==> src/rtl/rtc_alarm_irq.sv <==
module rtc_alarm_irq #(
  parameter int DW = 8,
  parameter int AW = 4,
  parameter logic [AW-1:0] IDX_ASEC = AW'(1),
  parameter logic [AW-1:0] IDX_AMIN = AW'(3),
  parameter logic [AW-1:0] IDX_AHR  = AW'(5),
  parameter logic [AW-1:0] IDX_FLAG = AW'(12)
) (
  input  logic          clk,
  input  logic          rst_n,
  input  logic [DW-1:0] cur_sec,
  input  logic [DW-1:0] cur_min,
  input  logic [DW-1:0] cur_hour,
  input  logic          upd_stb,
  input  logic          per_tick,
  input  logic          en_per,
  input  logic          en_alm,
  input  logic          en_upd,
  input  logic          wr_en,
  input  logic          rd_en,
  input  logic [AW-1:0] addr,
  input  logic [DW-1:0] wdata,
  output logic [DW-1:0] rdata,
  output logic          irq
);
  localparam int LOWZ = DW - 4;

  logic [DW-1:0] al_s, al_m, al_h;
  logic fl_p, fl_a, fl_u;

  function automatic logic fmatch(input logic [DW-1:0] a, input logic [DW-1:0] c);
    return (&a[DW-1:DW-2]) || (a == c);
  endfunction

  wire all_hit = fmatch(al_s, cur_sec) && fmatch(al_m, cur_min) && fmatch(al_h, cur_hour);
  wire clr     = rd_en && (addr == IDX_FLAG);
  wire summary = (fl_p & en_per) | (fl_a & en_alm) | (fl_u & en_upd);
  wire [DW-1:0] flag_byte = {summary, fl_p, fl_a, fl_u, LOWZ'(0)};

  always_ff @(posedge clk or negedge rst_n) begin
    if (!rst_n) begin
      al_s <= '0;
      al_m <= '0;
      al_h <= '0;
      fl_p <= 1'b0;
      fl_a <= 1'b0;
      fl_u <= 1'b0;
    end else begin
      if (wr_en && addr == IDX_ASEC) al_s <= wdata;
      if (wr_en && addr == IDX_AMIN) al_m <= wdata;
      if (wr_en && addr == IDX_AHR)  al_h <= wdata;
      fl_p <= per_tick | (fl_p & ~clr);
      fl_a <= (upd_stb & all_hit) | (fl_a & ~clr);
      fl_u <= upd_stb | (fl_u & ~clr);
    end
  end

  always_comb begin
    rdata = '0;
    if (addr == IDX_ASEC)      rdata = al_s;
    else if (addr == IDX_AMIN) rdata = al_m;
    else if (addr == IDX_AHR)  rdata = al_h;
    else if (addr == IDX_FLAG) rdata = flag_byte;
  end

  assign irq = summary;

  p_alarm_wr_r1: assert property (@(posedge clk) disable iff (!rst_n)
    (wr_en && addr == IDX_ASEC) |=> (al_s == $past(wdata)));

  p_alarm_needs_strobe_r3: assert property (@(posedge clk) disable iff (!rst_n)
    $rose(fl_a) |-> $past(upd_stb));

  p_upd_sets_r4: assert property (@(posedge clk) disable iff (!rst_n)
    upd_stb |=> fl_u);

  p_tick_sets_r5: assert property (@(posedge clk) disable iff (!rst_n)
    per_tick |=> fl_p);

  p_read_clears_r7: assert property (@(posedge clk) disable iff (!rst_n)
    (clr && !per_tick && !upd_stb) |=> (!fl_p && !fl_a && !fl_u));

  p_irq_has_source_r9: assert property (@(posedge clk) disable iff (!rst_n)
    irq |-> (fl_p || fl_a || fl_u));

  p_low_bits_r10: assert property (@(posedge clk) disable iff (!rst_n)
    (addr == IDX_FLAG) |-> (rdata[3:0] == 4'h0));
endmodule

==> config.mk <==
export PLATFORM = sky130hd
export DESIGN_NAME = rtc_alarm_irq
export DESIGN_NICKNAME = d
export VERILOG_FILES = /design/src/rtl/rtc_alarm_irq.sv
export SDC_FILE = /design/constraint.sdc
export NUM_CORES = 1
export LEC_CHECK = 0
export BUFFER_PORTS_ARGS = -buffer_cell sky130_fd_sc_hd__buf_2
export CAP_MARGIN = 20
export CORE_UTILIZATION = 25
export CTS_CLUSTER_DIAMETER = 60
export CTS_CLUSTER_SIZE = 40
export DETAILED_ROUTE_END_ITERATION = 12
export SLEW_MARGIN = 30
export SYNTH_ARGS = -nofsm -noshare
export SYNTH_HDL_FRONTEND = slang
export SYNTH_SLANG_ARGS = --single-unit
==> constraint.sdc <==
create_clock -name clk -period 1.6 [get_ports clk]
set_input_delay 0.08 -clock clk [delete_from_list [all_inputs] [get_ports clk]]
set_output_delay 0.08 -clock clk [all_outputs]
set_load 0.01 [all_outputs]
### Word-level counts from Yosys, hierarchy flattened

Index checks and enable logic that the tools add are counted.

* register bits after elaboration: 27
* output and inout bits: 9

* equal/unequal tests: 7
* mux-type cells: 4
* bitwise logic cells: 13
* reductions and logical operators: 12

Operator list (count)
* two-way mux 8 bit: 4
* == test 8 bit: 3
* bitwise AND 1 bit: 7
* logical AND 1 bit: 6
* AND reduction 2 bit: 3
* OR 1 bit: 5
* == test 4 x 1 -> 1 bit (second input constant): 1
* == test 4 x 2 -> 1 bit (second input constant): 1
* == test 4 x 3 -> 1 bit (second input constant): 1
* == test 4 bit (second input constant): 1
* logical OR 1 bit: 3
* inverter 1 bit: 1

### Logic depth before layout (Yosys ltp)

* word-level depth: 7
* gate-level depth with buffers: 5
* gate-level depth less buffers: 4

### Worst setup path after synthesis

OpenSTA, ideal clock, no wires.

* path kind: register to register
* from: register al_m[6]
* to: register fl_a
* setup time: 103 ps
* arrival time: 1193 ps
* setup slack: 303 ps
* stages on the path, launching flop included: 5
* path buffers: 0
* cell sequence: dfrtp_1 xor2_1 nor4_1 a22oi_1 o41ai_2

* cells in the longest elaborated chain, start to end: 6
* elaborated cells between the ends (all ways): 7
* those cells by class: 1 x eq/ne; 2 x bitwise; 4 x reduce/logical

Ends and longest elaborated chain
* start: declaration: RTL line 28 `logic [DW-1:0] al_s, al_m, al_h;`
* start signal: assignment: RTL line 50 `if (wr_en && addr == IDX_AMIN) al_m <= wdata;`
* == test 8 bit / AND reduction 2 bit (equally long branches): RTL line 32 `return (&a[DW-1:DW-2]) || (a == c);`
* logical OR 1 bit (*): RTL line 32
* logical AND 1 bit (*) (2 in a row): RTL line 35 `wire all_hit = fmatch(al_s, cur_sec) && fmatch(al_m, cur_min) && fmatch(al_h, cur_hour);`
* bitwise AND 1 bit (*): RTL line 53 `fl_a <= (upd_stb & all_hit) | (fl_a & ~clr);`
* OR 1 bit (*): RTL line 53
* end signal: assignment: RTL line 53
* end: declaration: RTL line 29 `logic fl_p, fl_a, fl_u;`

Every way passes the cells marked *; elsewhere a longest branch is shown, timed or not.
A chain may end at the register's enable or synchronous reset.

### Worst setup path after layout

* from: register fl_p
* to: output rdata[7]

* cells in the longest elaborated chain, start to end: 7

Ends and longest elaborated chain
* start: declaration: RTL line 29
* start signal: assignment: RTL line 52 `fl_p <= per_tick | (fl_p & ~clr);`
* bitwise AND 1 bit: RTL line 37 `wire summary = (fl_p & en_per) | (fl_a & en_alm) | (fl_u & en_upd);`
* OR 1 bit (2 in a row): RTL line 37
* two-way mux 8 bit: RTL line 63 `else if (addr == IDX_FLAG) rdata = flag_byte;`
* two-way mux 8 bit: RTL line 62 `else if (addr == IDX_AHR) rdata = al_h;`
* two-way mux 8 bit: RTL line 61 `else if (addr == IDX_AMIN) rdata = al_m;`
* two-way mux 8 bit: RTL line 60 `if (addr == IDX_ASEC) rdata = al_s;`
* end: declaration: RTL line 23 `output logic [DW-1:0] rdata,`

Every way passes these cells.

==> flow_summary.json <==
{
  "antenna_found_initial": 0,
  "synthAdderAreaFrac": 0,
  "max_cap_violations": 0,
  "grt_pass1_vias": 1339,
  "drt-met1-wl_um": 2050,
  "r2r_start": "al_m[7]",
  "seq_power_share": 0.496,
  "grt_max_degree": 28,
  "path_class": "flop to output port",
  "final_cell_mix": "buf_2 (53), dfrtp_1 (27), xor2_1 (24), mux2_2 (24)",
  "status": "finished, final reports clean",
  "port_buffers": 53,
  "io_pins": 54,
  "worstMarginPinSlew_ps": 629,
  "layout_worst_path_cycle_share": 0.994,
  "cts_htree_levels": 1,
  "slowest_stage": "dfrtp_1",
  "slew_headroom": 0.581,
  "cts_buffer_depth": 2,
  "synthSimpleGateAreaFrac": 0.121,
  "area_delta_synth_final_pct": 31.8,
  "synth_area_per_cell_um2": 11.2,
  "fin_nets": 256,
  "fmax_ghz": 0.629,
  "min_to": "fl_u",
  "layout.area.seq_um2": 676,
  "p_clk_frac": 0.217,
  "wl_um": 4410,
  "rsz0062_at_grt": "yes",
  "via_count": 1334,
  "synth.cell_area_mm2": 0.00160,
  "r2r_end": "fl_a",
  "track_usage": 0.140,
  "rrSetupSlack_ps": 110,
  "final_cells": 285,
  "insertedDiodeCount": 0,
  "synthXorXnorAreaFrac": 0.131,
  "power_frac_comb": 0.287,
  "worstPathCellList": "a222oi_1 > inv_1 > a2bb2oi_2 > o21ai_1 > buf_2",
  "leakage_nw": 1.02,
  "setup_violations": 0,
  "end_kind": "output port",
  "num_rows": 28,
  "die_height_um": 82.0,
  "min_path_type": "primary input to flop",
  "skew_ps": 6.71,
  "multi_input_area_um2": 906,
  "avgViaCountPerCell": 4.68,
  "gp_congestion": 0.832,
  "clk_pin_slew_ps": 100,
  "wl_per_cell_um": 15.5,
  "p_sw_mw": 0.633,
  "yosys.cell_types.count": 27,
  "drc_errors": 0,
  "dp_hpwl_um": 3450,
  "yosysWarnings": 0,
  "cts_tree": "yes",
  "drive_gt1_frac": 0.486,
  "synthMuxAreaShare": 0.207,
  "ant_nets": 0,
  "path_max_fanout": 2,
  "met3_length_um": 192,
  "dieArea_mm2": 0.00672,
  "p_int_mw": 1.32,
  "yosysSeqAreaShare": 0.423,
  "grt_overflow": 0,
  "syn-num-nets": 188,
  "synth_compound_area_frac": 0.0955,
  "synth_top_family_by_area": "multiplexers",
  "worst_hold_slack_ps": 19.1,
  "clock_latency_ps": 280,
  "arrival_ps": 1510,
  "max_stage_delay_ps": 390,
  "core_area_mm2": 0.00606,
  "peakVddDrop_v": 0.000591,
  "r2r_cells": 4,
  "slew_viol_final": 0,
  "cts_buffers": 3,
  "netlist_instances": 143,
  "wl_met2_um": 2130,
  "grt_first_pass_wirelength_um": 6850,
  "cts_sinks": 27,
  "top_layer": "met4",
  "root_buffer": "clkbuf_8",
  "critPathLaunchType": "flop",
  "hold_start": "upd_stb",
  "first_pass_iters": 4,
  "fill_cells": 633,
  "min_path_cells": 3,
  "ys_ff_latch": 27,
  "dp.cells": 275,
  "drt_iter0_drc": 58,
  "final_common_cell": "buf_2",
  "setup_tns_ps": 0,
  "period_minus_slack_ps": 1590,
  "hold_viol": 0,
  "powerDensity_mw_per_mm2": 927,
  "switching_share": 0.324,
  "cp.required_ps": 1520,
  "initial_core_util": 0.264,
  "chipWidth_um": 82.0
}
[per-layer routing]
metal / GRT usage / vias up
met5: 0 / -
met4: 0.0246 / 0
met3: 0.0289 / 4
met2: 0.226 / 36
met1: 0.193 / 648
li1: - / 646
[final cells by class]
| cell class | instances | area share |
|---|---|---|
| multi-input combinational | 110 | 0.430 |
| timing repair buffer | 67 | 0.178 |
| clock buffer | 3 | 0.0196 |
| inverter | 2 | 0.00356 |
| clock inverter | 1 | 0.00415 |
| tap | 75 | 0.0445 |
| sequential | 27 | 0.320 |
[repair_timing]
action,in CTS,in global routing
endpoints found under the setup margin,2,2
hold buffers,2,0
setup buffers,2,2
endpoints found under the hold margin,28,0
pin swaps,0,2
gates resized for setup,1,3
[flip-flops by register name (all words and copies together), names as in the netlist]
register	count
al_h	8
al_m	8
al_s	8
fl_a	1
fl_p	1
fl_u	1
[worst max-delay path, delay by kind of cell, from the launching register on]
| kind | cells | cell delay, ps |
|---|---|---|
| compound gates | 3 | 580 |
| flops | 1 | 390 |
| buf+inv | 2 | 280 |
[how the worst max path moves through the flow]
stage / start / cells after the start / to / slack [ps]
2_1_floorplan: al_m[6] / 4 / fl_a / 300
5_1_grt: fl_p / 5 / rdata[7] / -40
3_3_place_gp: al_m[7] / 4 / fl_a / 110
6_report: fl_p / 5 / rdata[7] / 10
4_1_cts: fl_a / 5 / rdata[7] / 0.9
3_5_place_dp: al_s[6] / 4 / fl_a / -2
[metrics by stage]
step / worst slack (ps) / total power, mW / utilization / instance area (um^2)
floorplan: 303 / 1.31 / - / 1600
global placement: 113 / 1.51 / 0.328 / 1990
detailed placement: -1.85 / 1.52 / 0.328 / 1990
CTS: 0.873 / 1.96 / 0.343 / 2080
global route: -37.2 / 2.08 / 0.348 / 2110
finish: 9.56 / 1.95 / 0.348 / 2110
[synth_stat cells (all sizes together)]
cell type | count | share of area
a211oi | 1 | 0.0047
a21o | 1 | 0.0047
a21oi | 12 | 0.038
a222oi | 1 | 0.0063
a22o | 1 | 0.0063
a22oi | 3 | 0.014
a2bb2oi | 1 | 0.0055
and3 | 1 | 0.0039
and4bb | 1 | 0.0078
buf | 4 | 0.018
dfrtp | 27 | 0.42
inv | 2 | 0.0047
mux2 | 24 | 0.17
mux2i | 6 | 0.038
nand2 | 9 | 0.026
nand2b | 3 | 0.012
nand4b | 1 | 0.0094
nor2 | 9 | 0.021
nor2b | 2 | 0.0078
nor3 | 1 | 0.010
nor4 | 6 | 0.023
o21ai | 2 | 0.0063
o41ai | 1 | 0.010
xor2 | 24 | 0.13
[power by group through the flow]
stage | sequential (mW) | clock (mW) | combinational, mW
floorplan | 0.948 | 0 | 0.358
global placement | 0.979 | 0 | 0.529
detailed placement | 0.987 | 0 | 0.534
CTS | 0.972 | 0.435 | 0.553
global route | 0.997 | 0.465 | 0.621
finish | 0.970 | 0.424 | 0.560
[cells by family (layout without fill, tap and decap cells)]
| kind of cell | Yosys count | after routing |
|---|---|---|
| AND/OR/NAND/NOR | 33 | 33 |
| buffers and inverters | 6 | 73 |
| flip-flops | 27 | 27 |
| multiplexers | 30 | 30 |
| XOR/XNOR | 24 | 24 |
| AO/OA/AOI/OAI | 23 | 23 |
(Power assumes the default switching activity.)
